===== src/rtl/rxrb_pkg.sv =====
package rxrb_pkg;

    // Length field value while a record is still being filled
    localparam logic [15:0] BUSY_LEN = 16'hFFF0;
    // Host pointer bias and its reset value (read offset 0)
    localparam logic [15:0] HOST_BIAS      = 16'd16;
    localparam logic [15:0] HOST_PTR_RESET = 16'hFFF0;
    // Header bytes plus alignment reserve used by the space test
    localparam int HDR_BYTES = 4;
    localparam int SPACE_RESERVE = 8;

    typedef enum logic [2:0] {
        ST_MARK0,
        ST_MARK1,
        ST_IDLE,
        ST_DATA,
        ST_DROP,
        ST_HDR
    } seq_state_e;

    typedef struct packed {
        logic [15:0] length;
        logic [15:0] status;
    } rec_hdr_t;

    function automatic logic [15:0] build_status(input logic [4:0] err,
                                                 input logic [2:0] match);
        return {match[2], match[1], match[0], 7'b0, err, ~|err};
    endfunction

endpackage


===== src/rtl/rxrb_ptrs.sv =====
module rxrb_ptrs
    import rxrb_pkg::*;
#(
    parameter int MIN_LOG2 = 13,
    localparam int OFF_W = MIN_LOG2 + 3,
    localparam int CW = OFF_W + 1
) (
    input  logic             clk,
    input  logic             rst,
    input  logic [1:0]       size_sel,
    input  logic             rdptr_we,
    input  logic [15:0]      rdptr_wdata,
    input  logic             commit,
    input  logic [OFF_W-1:0] commit_off,
    output logic [15:0]      rdptr_q,
    output logic [OFF_W-1:0] wr_off,
    output logic [OFF_W-1:0] len_mask,
    output logic [CW-1:0]    free_bytes,
    output logic             empty
);

    logic [CW-1:0]    buf_len;
    logic [15:0]      rd_raw;
    logic [OFF_W-1:0] rd_off;
    logic [OFF_W-1:0] used;

    assign buf_len  = CW'(1 << MIN_LOG2) << size_sel;
    assign len_mask = buf_len[OFF_W-1:0] - OFF_W'(1);

    // Host pointer carries a -16 bias
    assign rd_raw = rdptr_q + HOST_BIAS;
    assign rd_off = rd_raw[OFF_W-1:0] & len_mask;

    assign used       = (wr_off - rd_off) & len_mask;
    assign free_bytes = buf_len - {1'b0, used};
    assign empty      = (wr_off == rd_off);

    always_ff @(posedge clk) begin
        if (rst) begin
            rdptr_q <= HOST_PTR_RESET;
        end else if (rdptr_we) begin
            rdptr_q <= rdptr_wdata;
        end
    end

    always_ff @(posedge clk) begin
        if (rst) begin
            wr_off <= '0;
        end else if (commit) begin
            wr_off <= commit_off;
        end
    end

endmodule


===== src/rtl/rxrb_seq.sv =====
module rxrb_seq
    import rxrb_pkg::*;
#(
    parameter int MIN_LOG2 = 13,
    parameter int ADDR_W = 32,
    localparam int OFF_W = MIN_LOG2 + 3,
    localparam int CW = OFF_W + 1
) (
    input  logic              clk,
    input  logic              rst,
    input  logic [ADDR_W-1:0] base,
    input  logic [OFF_W-1:0]  wr_off,
    input  logic [OFF_W-1:0]  len_mask,
    input  logic [CW-1:0]     free_bytes,
    input  logic              rx_valid,
    input  logic              rx_sof,
    input  logic              rx_eof,
    input  logic [7:0]        rx_data,
    input  logic [4:0]        rx_err,
    input  logic [2:0]        rx_match,
    output logic              mem_we,
    output logic [ADDR_W-1:0] mem_addr,
    output logic [7:0]        mem_wdata,
    output logic              commit,
    output logic [OFF_W-1:0]  commit_off,
    output logic              pulse_ok,
    output logic              pulse_err,
    output logic              pulse_ovf
);

    seq_state_e       state;
    logic [CW-1:0]    cnt;
    logic [CW-1:0]    space_q;
    rec_hdr_t         hdr_q;
    logic [1:0]       hidx;

    logic             take;
    logic [CW-1:0]    cnt_eff;
    logic [CW-1:0]    space_eff;
    logic             fits;
    logic [OFF_W-1:0] data_off;
    logic [OFF_W-1:0] wr_off_off;
    logic [OFF_W-1:0] rec_end;
    logic [31:0]      hdr_bytes;
    logic [15:0]      new_len;

    // A byte is taken at frame start from idle, or any byte mid-frame
    assign take      = rx_valid && ((state == ST_IDLE && rx_sof) || state == ST_DATA);
    assign cnt_eff   = (state == ST_IDLE) ? '0 : cnt;
    assign space_eff = (state == ST_IDLE) ? free_bytes : space_q;
    assign fits      = (cnt_eff + CW'(SPACE_RESERVE + 1)) <= space_eff;
    assign data_off  = (wr_off + OFF_W'(HDR_BYTES) + cnt_eff[OFF_W-1:0]) & len_mask;
    assign new_len   = 16'(cnt_eff + CW'(1));

    assign hdr_bytes = hdr_q;
    assign rec_end   = wr_off + OFF_W'(HDR_BYTES) + hdr_q.length[OFF_W-1:0] + OFF_W'(3);
    assign commit_off = {rec_end[OFF_W-1:2], 2'b00} & len_mask;
    assign commit    = (state == ST_HDR) && (hidx == 2'd3);

    always_comb begin
        mem_we     = 1'b0;
        wr_off_off = '0;
        mem_wdata  = '0;
        unique case (state)
            ST_MARK0: begin
                mem_we     = 1'b1;
                wr_off_off = (wr_off + OFF_W'(2)) & len_mask;
                mem_wdata  = BUSY_LEN[7:0];
            end
            ST_MARK1: begin
                mem_we     = 1'b1;
                wr_off_off = (wr_off + OFF_W'(3)) & len_mask;
                mem_wdata  = BUSY_LEN[15:8];
            end
            ST_IDLE, ST_DATA: begin
                if (take && fits) begin
                    mem_we     = 1'b1;
                    wr_off_off = data_off;
                    mem_wdata  = rx_data;
                end
            end
            ST_HDR: begin
                mem_we     = 1'b1;
                wr_off_off = (wr_off + OFF_W'(hidx)) & len_mask;
                mem_wdata  = hdr_bytes[8*hidx +: 8];
            end
            default: begin
                mem_we = 1'b0;
            end
        endcase
    end

    assign mem_addr = base + ADDR_W'(wr_off_off);

    always_ff @(posedge clk) begin
        if (rst) begin
            state     <= ST_MARK0;
            cnt       <= '0;
            space_q   <= '0;
            hdr_q     <= '0;
            hidx      <= '0;
            pulse_ok  <= 1'b0;
            pulse_err <= 1'b0;
            pulse_ovf <= 1'b0;
        end else begin
            pulse_ok  <= 1'b0;
            pulse_err <= 1'b0;
            pulse_ovf <= 1'b0;
            unique case (state)
                ST_MARK0: state <= ST_MARK1;
                ST_MARK1: state <= ST_IDLE;
                ST_IDLE, ST_DATA: begin
                    if (take) begin
                        if (state == ST_IDLE) begin
                            space_q <= free_bytes;
                        end
                        if (fits) begin
                            cnt <= cnt_eff + CW'(1);
                            if (rx_eof) begin
                                hdr_q.status <= build_status(rx_err, rx_match);
                                hdr_q.length <= new_len;
                                hidx         <= '0;
                                state        <= ST_HDR;
                            end else begin
                                state <= ST_DATA;
                            end
                        end else if (rx_eof) begin
                            pulse_ovf <= 1'b1;
                            state     <= ST_IDLE;
                        end else begin
                            state <= ST_DROP;
                        end
                    end
                end
                ST_DROP: begin
                    if (rx_valid && rx_eof) begin
                        pulse_ovf <= 1'b1;
                        state     <= ST_IDLE;
                    end
                end
                ST_HDR: begin
                    hidx <= hidx + 2'd1;
                    if (hidx == 2'd3) begin
                        pulse_ok  <= hdr_q.status[0];
                        pulse_err <= ~hdr_q.status[0];
                        state     <= ST_MARK0;
                    end
                end
                default: state <= ST_IDLE;
            endcase
        end
    end

endmodule


===== src/rtl/rx_ring_writer.sv =====
module rx_ring_writer
    import rxrb_pkg::*;
#(
    parameter int MIN_LOG2 = 13,
    parameter int ADDR_W = 32
) (
    input  logic              clk,
    input  logic              rst,
    input  logic [ADDR_W-1:0] cfg_base,
    input  logic [1:0]        cfg_size_sel,
    input  logic              rdptr_we,
    input  logic [15:0]       rdptr_wdata,
    output logic [15:0]       rdptr_q,
    output logic [15:0]       wr_offset,
    output logic              buf_empty,
    input  logic              rx_valid,
    input  logic              rx_sof,
    input  logic              rx_eof,
    input  logic [7:0]        rx_data,
    input  logic [4:0]        rx_err,
    input  logic [2:0]        rx_match,
    output logic              mem_we,
    output logic [ADDR_W-1:0] mem_addr,
    output logic [7:0]        mem_wdata,
    output logic              irq_rx_ok,
    output logic              irq_rx_err,
    output logic              irq_overflow
);

    // Offsets reach 2^(MIN_LOG2+3); the 16-bit pointer limits MIN_LOG2 to 13
    localparam int OFF_W = MIN_LOG2 + 3;
    localparam int CW = OFF_W + 1;

    logic [OFF_W-1:0] wr_off;
    logic [OFF_W-1:0] len_mask;
    logic [CW-1:0]    free_bytes;
    logic             commit;
    logic [OFF_W-1:0] commit_off;

    rxrb_ptrs #(.MIN_LOG2(MIN_LOG2)) u_ptrs (
        .clk        (clk),
        .rst        (rst),
        .size_sel   (cfg_size_sel),
        .rdptr_we   (rdptr_we),
        .rdptr_wdata(rdptr_wdata),
        .commit     (commit),
        .commit_off (commit_off),
        .rdptr_q    (rdptr_q),
        .wr_off     (wr_off),
        .len_mask   (len_mask),
        .free_bytes (free_bytes),
        .empty      (buf_empty)
    );

    rxrb_seq #(.MIN_LOG2(MIN_LOG2), .ADDR_W(ADDR_W)) u_seq (
        .clk       (clk),
        .rst       (rst),
        .base      (cfg_base),
        .wr_off    (wr_off),
        .len_mask  (len_mask),
        .free_bytes(free_bytes),
        .rx_valid  (rx_valid),
        .rx_sof    (rx_sof),
        .rx_eof    (rx_eof),
        .rx_data   (rx_data),
        .rx_err    (rx_err),
        .rx_match  (rx_match),
        .mem_we    (mem_we),
        .mem_addr  (mem_addr),
        .mem_wdata (mem_wdata),
        .commit    (commit),
        .commit_off(commit_off),
        .pulse_ok  (irq_rx_ok),
        .pulse_err (irq_rx_err),
        .pulse_ovf (irq_overflow)
    );

    assign wr_offset = 16'(wr_off);

endmodule


===== config.mk =====
export PLATFORM = sky130hd
export DESIGN_NAME = rx_ring_writer
export DESIGN_NICKNAME = d
export VERILOG_FILES = /design/src/rtl/rxrb_pkg.sv /design/src/rtl/rxrb_ptrs.sv /design/src/rtl/rxrb_seq.sv /design/src/rtl/rx_ring_writer.sv
export SDC_FILE = /design/constraint.sdc
export NUM_CORES = 1
export LEC_CHECK = 0
export ABC_AREA = 1
export BUFFER_PORTS_ARGS = -buffer_cell sky130_fd_sc_hd__buf_2
export CAP_MARGIN = 20
export CORE_MARGIN = 2
export CORE_UTILIZATION = 40
export DETAILED_ROUTE_END_ITERATION = 8
export PLACE_DENSITY_LB_ADDON = 0.25
export SETUP_SLACK_MARGIN = 0.02
export SLEW_MARGIN = 20
export SYNTH_ARGS = -nofsm -noshare
export SYNTH_HDL_FRONTEND = slang
export SYNTH_HIERARCHICAL = 1
export SYNTH_SLANG_ARGS = --single-unit

===== constraint.sdc =====
create_clock -name clk -period 10.5 [get_ports clk]
set_clock_uncertainty 0.15 [all_clocks]
set_input_delay 1.575 -clock clk [delete_from_list [all_inputs] [get_ports clk]]
set_output_delay 1.575 -clock clk [all_outputs]
set_load 0.05 [all_outputs]

After elaboration in Yosys (flattened, before gate mapping)
Index checks and enable logic that the tools add are counted.
{"block": "word_totals", "reg_bits": 99, "in_bits": 72, "out_inout_bits": 77}
{"block": "classes", "addsub": 15, "n_lt_le_gt_ge": 1, "n_eq_ne": 12, "shifts": 2, "n_mux": 24, "bitwise_logic": 10, "reduce_logical": 18}
{"operator": "$and A16 B16 Y16", "n": 7}
{"operator": "$pmux W16 S4", "n": 1}
{"operator": "$add A16 B2 Y16 const B", "n": 3}
{"operator": "$mux W17", "n": 2}
{"operator": "$add A16 B16 Y16", "n": 2}
{"operator": "$add A32 B16 Y32", "n": 1}
{"operator": "$pmux W8 S4", "n": 1}
{"operator": "$shiftx A32 B6 Y8", "n": 1}
{"operator": "$mux W3", "n": 6}
{"operator": "$add A17 B1 Y17 const B", "n": 1}
{"operator": "$add A17 B4 Y17 const B", "n": 1}
{"operator": "$le A17 B17 Y1", "n": 1}
{"operator": "$shl A14 B2 Y17 const A", "n": 1}
{"operator": "$sub A17 B16 Y17", "n": 1}
{"operator": "$add A16 B2 Y16", "n": 1}
{"operator": "$add A16 B3 Y16 const B", "n": 1}
{"operator": "$add A16 B5 Y16 const B", "n": 1}
{"operator": "$eq A16 B16 Y1", "n": 1}
{"operator": "$mux W16", "n": 1}
{"operator": "$sub A16 B1 Y16 const B", "n": 1}
{"operator": "$sub A16 B16 Y16", "n": 1}
{"operator": "$pmux W3 S4", "n": 1}
{"operator": "$mux W8", "n": 1}
{"operator": "$reduce_and A4 Y1", "n": 2}
{"operator": "other kinds (22)", "n": 42}

Longest topological paths before layout
Gate-level depths: netlist of the first run.
{"block": "logic_depth", "word_depth": 12, "depth_mapped": 48}

By module
The synthesis of the first run kept the hierarchy.
{"mod": "rxrb_seq", "n_inst": 1, "cells_per_inst": 1314, "area_per_inst_um2": 8099.0}
{"mod": "rxrb_ptrs", "n_inst": 1, "cells_per_inst": 479, "area_per_inst_um2": 2915.3}

Worst setup path before layout of the first run
No wires, ideal clock.
{"block": "synth_timing", "path_type": "input -> output", "from": "in cfg_size_sel[0]", "to": "out mem_addr[24]", "t_arrival_ns": 7.339, "t_required_ns": 8.775, "slack_ns": 1.436, "cell_stages": 42, "n_path_buf": 1, "path_cell_list": "or2_2 > ha_1 > inv_1 > nand2_1 > ha_1 > nand2_1 > nor2_1 > nand2_1 > and2_1 > nand2_1 > nand3_1 > nand2_1 > nand2_1 > nand2_1 > inv_1 > nand2_1 > nand2_1 > mux2i_1 > (+6 left out) > nand2_1 > nand2_2 > inv_2 > buf_2 > nand3_1 > o21ai_0 > ha_1 > inv_1 > fa_1 > inv_1 > nand3_1 > nand2_1 > a21oi_1 > o21ai_0 > nand2_1 > nand2_1 > nand3_1 > xnor2_1"}
{"block": "synth_via", "elab_chain_len": 12, "elab_cells_between_ends": 16, "classes_between": "add/sub (4); order compare (1); shift (1); mux (3); bitwise (6); reduce/logical (1)"}
{"element": "start, declared", "line": "rx_ring_writer.sv:10", "source": "input logic [1:0] cfg_size_sel,"}
{"element": "$shl A14 B2 Y17 *", "line": "rxrb_ptrs.sv:27", "source": "assign buf_len = CW'(1 << MIN_LOG2) << size_sel;"}
{"element": "$sub A16 B1 Y16 *", "line": "rxrb_ptrs.sv:28", "source": "assign len_mask = buf_len[OFF_W-1:0] - OFF_W'(1);"}
{"element": "named net len_mask[14]", "line": "rx_ring_writer.sv:35", "source": "logic [OFF_W-1:0] len_mask;"}
{"element": "$and A16 B16 Y16", "line": "rxrb_ptrs.sv:32", "source": "assign rd_off = rd_raw[OFF_W-1:0] & len_mask;"}
{"element": "$sub A16 B16 Y16", "line": "rxrb_ptrs.sv:34", "source": "assign used = (wr_off - rd_off) & len_mask;"}
{"element": "$and A16 B16 Y16 *", "line": "rxrb_ptrs.sv:34"}
{"element": "$sub A17 B16 Y17 *", "line": "rxrb_ptrs.sv:35", "source": "assign free_bytes = buf_len - {1'b0, used};"}
{"element": "named net free_bytes[15]", "line": "rx_ring_writer.sv:36", "source": "logic [CW-1:0] free_bytes;"}
{"element": "$mux W17 *"}
{"element": "$le A17 B17 Y1 *", "line": "rxrb_seq.sv:51", "source": "assign fits = (cnt_eff + CW'(SPACE_RESERVE + 1)) <= space_eff;"}
{"element": "$logic_and A1 B1 Y1 *", "line": "rxrb_seq.sv:76", "source": "if (take && fits) begin"}
{"element": "$mux W16 *", "line": "rxrb_seq.sv:76"}
{"element": "$pmux W16 S4 *", "line": "rxrb_seq.sv:64", "source": "unique case (state)"}
{"element": "$add A32 B16 Y32 *", "line": "rxrb_seq.sv:93", "source": "assign mem_addr = base + ADDR_W'(wr_off_off);"}
{"element": "end, declared", "line": "rx_ring_writer.sv:23", "source": "output logic [ADDR_W-1:0] mem_addr,"}
The timed path passes the listed nets; every way through them passes the cells marked *.

Final worst setup path of the first run
{"block": "layout_timing", "from": "in cfg_size_sel[0]", "to": "out mem_addr[21]"}
The elaborated chain is that of the path after synthesis.

==> results of run 1 <==
==> synthesized netlist by cell type (all sizes together) <==
master   instances  area, um2
xnor2           24        210
or4              2       15.0
conb             2       7.51
ha             101       1260
clkinv           3       11.3
nand3b           8       60.1
nand3          131        693
xor2            61        534
inv            244        916
o21bai           9       67.6
o31ai            7       52.6
a31oi            3       18.8
nor4             6       37.5
fa               5        100
o211ai           7       52.6
o21ai          134        671
a21boi           3       26.3
a21oi          147        736
and2             6       38.8
dfxtp           99       1980
buf             31        220
o2111ai          1       8.76
o32ai            3       26.3
nand4           26        178
nor3            22        110
nor3b            1       7.51
a211oi           2       15.0
clkbuf          20       75.1
a311oi           1       8.76
or2              5       31.3
nor2           201        856
mux2i           16        160
a21o             4       30.0
o21a             2       15.0
nand2          456       1780
==> tightest hold or removal path, cell delays in order (launching register included) <==
cell	delay, ns
dfxtp_1	0.31
inv_1	0.06
a21oi_1	0.06
==> kinds of logic after synthesis <==
group	after synthesis
other	2
flip-flops	99
buffers and inverters	298
adder cells (fa/ha/maj)	106
XOR/XNOR	85
AO/OA/AOI/OAI	323
AND/OR/NAND/NOR	864
multiplexers	16
==> registers in the layout (all words and copies together), names as in the netlist, 2 cells and up <==
| register | cells |
|---|---|
| u_ptrs/rdptr_q | 16 |
| u_seq/state | 3 |
| u_ptrs/wr_off | 16 |
| u_seq/space_q | 17 |
| u_seq/hdr_bytes | 25 |
| u_seq/cnt | 17 |
| u_seq/hidx | 2 |
==> final cells by class <==
| class | count | area share (%) |
|---|---|---|
| clock inverter | 7 | 0.611 |
| inverter | 247 | 7.54 |
| tap | 341 | 3.47 |
| multi-input combinational | 1409 | 63.9 |
| clock buffer | 9 | 1.83 |
| timing repair buffer | 156 | 6.51 |
| sequential | 99 | 16.1 |
==> metal layers <==
layer	global-route usage [%]	share of wire [%]	vias to the layer above
met3	3.35	5.3	47
met1	34.4	47	5445
met5	0	0	-
li1	-	-	6077
met2	43.5	45	343
met4	7.80	2.6	0
==> final timing paths <==
check                           depth (start not counted)                   to  slack [ns]
worst max-delay path                                   40         mem_addr[21]        1.06
worst min-delay path                                    2  u_seq/hdr_bytes[13]        0.31
worst max register to register                         28       u_seq/state[1]        5.14
worst min register to register                          2  u_seq/hdr_bytes[13]        0.31
==> power by group through the flow <==
stage / logic (mW) / registers [mW] / clock network (mW)
detailed placement: 0.802 / 0.453 / 0
CTS: 0.805 / 0.444 / 0.355
global placement: 0.794 / 0.451 / 0
global route: 0.896 / 0.450 / 0.369
floorplan: 0.611 / 0.453 / 0
finish: 0.808 / 0.446 / 0.346
==> metrics by stage <==
stage,hold slack (ns),setup WS (ns)
3_3_place_gp,0.294,1.18
5_1_grt,0.326,0.213
6_report,0.313,1.06
2_1_floorplan,0.274,1.44
3_5_place_dp,0.300,1.07
4_1_cts,0.313,1.05
==> results by group, run 1 <==
Detailed routing
  – Vias/cell: 5.25
  – Via count: approximately 12000
  – Overall routed net length: 37200 um
  – Post-route antenna net violation count: 0
  – Initial DRT Pass Iterations: 5
  – WL per Instance: between 15 and 20 um
  – 1st-iter DRT viols: 1080
  – Drt drc: 0

Run status
  – Status: finished, final reports clean

Timing
  – Share of the cycle needed by the critical path after routing: about 90%
  – Worst Max-Slew Pin Slew: 1.11 ns
  – Final Hold Viols: 0
  – Post-Route Setup TNS: 0 ns
  – Slew margin rel.: 24.9%
  – FMAX: between 100 and 150 MHz
  – Max-slew violation count: 0
  – Setup violations, final: 0
  – Final min period: 9.44 ns
  – RSZ-0062 raised after global routing: no

Synth
  – Synth Area in Compound Gates: 15.7%
  – Main combinational cell family by area after synthesis: simple AND/OR/NAND/NOR gates
  – Yosys warning count: 6
  – Post-Synth Simple-Gate Area: 34.6%
  – Multiplexer share of the synthesized area: 1.45%
  – #FFs+latches synth: approximately 100
  – Post-synthesis cell type count: 52
  – Post-Syn Instances: 1793
  – Post-Syn Area per Cell: 6.14 um2
  – Adder-Cell Fraction of Synth Area: 12.4%
  – Seq/Total Area, Yosys: between 10% and 20%
  – XOR/XNOR Fraction of Synth Area: 6.76%
  – Cell area after synthesis: 11000 um2

Worst setup path
  – Crit path kind: input pin to output pin
  – CP Launch Type: input pin
  – Slowest stage delay, CP: approximately 0.4 ns
  – R2r startpoint: u_ptrs/wr_off[0]
  – Critical path capture point type: output pin
  – CP bufs+invs: 6
  – Most frequent CP cell: nand2_1
  – Arr. time, crit path: slightly below 8 ns
  – Crit-path leading delay family: simple AND/OR/NAND/NOR gates
  – Critical path fanouts, max: 18
  – Worst EP required: 8.78 ns
  – CP max stage cell: or2_2
  – Critical Path Source: cfg_size_sel[0]

Power and ir drop
  – Peak supply drop: ~73 uV
  – Total power draw: 1.60 mW
  – Comb pwr share: between 50% and 60%
  – PD cells: around 130 nW/um2
  – Sw Share: 49.9%
  – Clock power frac: 21.6%
  – Static leakage: 6.32 nW
  – Flop pwr share: 27.9%
  – Psw: 798 uW
  – Int Pwr: 802 uW

Floorplan
  – Die W: 170 um
  – Initial core utilization: 40.8%
  – FP Rows: 60
  – Chip height: about 170 um
  – Die area: 28900 um2
  – Core Footprint: roughly 27000 um2
  – I/O pin total: 149

Placement
  – IO buf count: 148
  – Post-placement cell area: 12000 um2
  – DP HPWL: slightly above 30000 um
  – Gpl congestion: 0.976
  – Inst Count DP: 2252

Clock tree
  – # resized after CTS: 0
  – Total CTS buffers: 9
  – Clk_lat worst skew: about 0.37 ns
  – Clk slew on worst S/H paths: ~0.090 ns
  – Postcts setup bufs: 0
  – Root buffer cell: clkbuf_16
  – Hold buffer count at CTS: 0
  – Clk sink count: 99
  – CTS Buffer Depth: 2
  – H-tree depth: 3
  – CTS tree: done

Final layout
  – Area of the multi-input gates: 7860 um2
  – Final Cell Area: 12300 um2
  – Nets: 2100
  – Seq. cell area: 1980 um2
  – Fin util: 45.5%
  – Most common cell after layout, fill and taps aside: nand2_1
  – Most frequent cells in the layout: 431 x nand2_1, 235 x inv_1, 182 x nor2_1, 148 x buf_2, 147 x a21oi_1
  – Ratio of cells with drive above 1 in the final layout: 12.4%
  – Non-filler cells, final: 2268
  – Fill cell count: 2932
  – P&R area growth vs syn: 11.6%
  – Antenna cells: 0

Global route
  – Largest net degree at the start of global routing: 45
  – Vias in the first global route: 11000
  – GR Overflow Total: 0
  – Global-route wire length before repair: slightly below 60000 um
  – Tot GR Track Use: 25.8%
  – Initial antenna violation count: 0

Job
  – Max_cap viols: 0

Worst hold path
  – Hold Path Class: flip-flop to flip-flop
  – Worst min-delay path startpoint: u_seq/hdr_bytes[13]
Note: power is estimated with default switching activity, not from simulation.
==> inputs of run 2 (changes only) <==
--- a/config.mk
+++ b/config.mk
@@ -9,7 +9,7 @@
 export BUFFER_PORTS_ARGS = -buffer_cell sky130_fd_sc_hd__buf_2
 export CAP_MARGIN = 20
 export CORE_MARGIN = 2
-export CORE_UTILIZATION = 40
+export CORE_UTILIZATION = 29
 export DETAILED_ROUTE_END_ITERATION = 8
 export PLACE_DENSITY_LB_ADDON = 0.25
 export SETUP_SLACK_MARGIN = 0.02
==> constraint.sdc (replaced) <==
create_clock -name clk -period 7.56 [get_ports clk]
set_clock_uncertainty 0.15 [all_clocks]
set_input_delay 1.134 -clock clk [delete_from_list [all_inputs] [get_ports clk]]
set_output_delay 1.134 -clock clk [all_outputs]
set_load 0.05 [all_outputs]
==> run 2 against run 1 <==
Compared with the run above: die area grew 37%; setup slack lost 1.0 ns; register-to-register slack lost 4.8 ns; wire length grew 11%.
==> results by group, run 2 (synthesis results as in run 1) <==
Floorplan
  – Die W: 199 um (+17%)
  – FP Rows: 71 (+18%)
  – Initial core utilization: 29.3% (-11 points)
  – Core Footprint: 37600 um2 (+39%)
  – Chip height: 199 um (+17%)
  – I/O pin total: 149 (unchanged)
  – Die area: 39600 um2 (+37%)

Power and ir drop
  – PD cells: 180 nW/um2 (+38%)
  – Peak supply drop: 116 uV (+58%)
  – Static leakage: 7.32 nW (+16%)

Worst setup path
  – Critical path capture point type: output pin
  – Critical Path Source: cfg_size_sel[0]
  – R2r startpoint: u_ptrs/rdptr_q[5]
  – Worst Reg-to-Reg Cells: 56 (+100%)
  – Worst EP required: 6.28 ns (-2.50 ns)
  – CP max stage cell: fa_2
  – R2R setup slack: 0.30 ns (-4.84 ns)
  – Critical path fanouts, max: 4 (-14)
  – Slowest stage delay, CP: 0.36 ns (-0.04 ns)
  – Crit path capture: mem_addr[16]
  – Arr. time, crit path: 6.25 ns (-1.46 ns)
  – R2R Path End: u_seq/hidx[0]
  – CP Launch Type: input pin
  – Crit path kind: input pin to output pin

Timing
  – Max-slew violation count: 0 (unchanged)
  – RSZ-0062 raised after global routing: yes
  – Final Hold Viols: 0 (unchanged)
  – Slew margin rel.: 36.2% (+11 points)
  – Worst Max-Slew Pin Slew: 0.955 ns (-0.159 ns)
  – Post-Route Setup TNS: 0 ns (unchanged)
  – Share of the cycle needed by the critical path after routing: 99.7%
  – Setup violations, final: 0 (unchanged)
  – FMAX: 133 MHz
  – Final min period: 7.54 ns

Placement
  – DP HPWL: 33600 um (+9.1%)
  – IO buf count: 148 (unchanged)
  – Gpl congestion: 0.926 (-5.1%)

Global route
  – Largest net degree at the start of global routing: 44 (-2.2%)
  – Tot GR Track Use: 20.6% (-5.3 points)
  – GR Overflow Total: 0 (unchanged)
  – Initial antenna violation count: 0 (unchanged)
  – Global-route wire length before repair: 62900 um (+7.2%)
  – Vias in the first global route: 11800 (+7.1%)

Clock tree
  – CTS tree: done
  – Clk_lat worst skew: 0.37 ns (about the same)
  – Clk sink count: 99 (unchanged)
  – Clk slew on worst S/H paths: 0.07 ns (-0.02 ns)
  – Total CTS buffers: 9 (unchanged)
  – Hold buffer count at CTS: 0 (unchanged)
  – H-tree depth: 3 (unchanged)
  – CTS Buffer Depth: 2 (unchanged)
  – Root buffer cell: clkbuf_16

Worst hold path
  – Hold Path Class: flip-flop to flip-flop

Final layout
  – Most common cell after layout, fill and taps aside: nand2_1
  – Largest register FFs: 25 (unchanged)
  – Nets: 2244 (+6.9%)
  – Most frequent cells in the layout: 385 x nand2_1, 219 x inv_1, 161 x nor2_1, 142 x buf_4, 126 x a21oi_1
  – P&R area growth vs syn: 35.9%
  – Ratio of cells with drive above 1 in the final layout: 27.3% (+15 points)
  – Antenna cells: 0 (unchanged)
  – Fin util: 39.8% (-5.7 points)

Job
  – Max_cap viols: 0 (unchanged)

Detailed routing
  – Via count: 12600 (+5.4%)
  – 1st-iter DRT viols: 771 (-29%)
  – Initial DRT Pass Iterations: 5 (unchanged)
  – Overall routed net length: 41500 um (+11%)
  – Drt drc: 0 (unchanged)
  – Vias/cell: 4.86 (-7.4%)
  – WL per Instance: 16.1 um (-2.1%)
  – Post-route antenna net violation count: 0 (unchanged)

Run status
  – Status: finished, final reports clean
==> run 2: cell types whose count changed in the layout (fill, tap and decap cells not counted), moves of 20 or more <==
cell and change:
buf_4 +134, a21oi_1 -21, buf_2 -25, nand2_2 +33
buf_6 +29, nand2_1 -46, ha_1 -20, nor2_1 -21
==> run 2: layout make-up <==
cell class	instances	area [um2]
Fill cell	3990	22600
Tap cell	511	639
Sequential cell	99	1990
Clock inverter	6	72.6
Inverter	247	935
Multi-Input combinational cell	1409	8970
Timing Repair Buffer	300	2120
Clock buffer	10	239
==> run 2: how the worst min path moves through the flow <==
stage,from,endpoint,slack [ns],depth (start not counted)
6_report,u_seq/hdr_bytes[0],u_seq/pulse_err,0.31,1
5_1_grt,u_seq/hdr_bytes[0],u_seq/pulse_err,0.33,1
4_1_cts,u_seq/hdr_bytes[0],u_seq/pulse_err,0.31,1
3_5_place_dp,u_seq/hdr_bytes[5],u_seq/hdr_bytes[5],0.30,2
3_3_place_gp,u_seq/hdr_bytes[5],u_seq/hdr_bytes[5],0.30,2
2_1_floorplan,u_seq/hdr_bytes[0],u_seq/pulse_err,0.27,1
==> run 2: timing repair <==
action / 4_1_cts / 5_1_grt
setup endpoints to repair: 26 / 31
pin swaps: 21 / 97
gates cloned: 0 / 1
setup buffers: 38 / 24
resized for setup: 70 / 234
==> run 2: where the power goes <==
group          switching, mW  internal [mW]
sequential            0.0512          0.567
combinational          0.964          0.614
clock                  0.229          0.270
total                   1.24           1.45
==> run 2: metal layers <==
layer | routed length, um | vias to the layer above | track usage (%) | share of wire [%]
met5 | 0 | - | 0 | 0
met1 | 17700 | 5830 | 25.0 | 43
met4 | 1690 | 0 | 8.96 | 4.1
li1 | - | 6362 | - | -
met3 | 1580 | 65 | 1.53 | 3.8
met2 | 20600 | 303 | 37.0 | 50
==> run 2: metrics by stage <==
step	total power [mW]	cells	hold slack (ns)	setup WS (ns)	cell area, um2
floorplan	1.49	1806	0.274	-0.103	11200
global placement	1.80	2506	0.298	-0.536	13000
detailed placement	1.81	2506	0.301	-0.637	13000
CTS	2.55	2560	0.312	0.0237	13900
global route	2.87	2582	0.329	-0.272	15000
finish	2.69	2582	0.307	0.0234	15000
==> run 2: worst max-delay path: cells and delay by family <==
family,cells,cell delay [ns]
simple gates,21,1.90
mux,1,0.17
fa+ha+maj,5,1.41
buf+inv,9,0.76
compound gates,5,0.68
xor+xnor,1,0.15
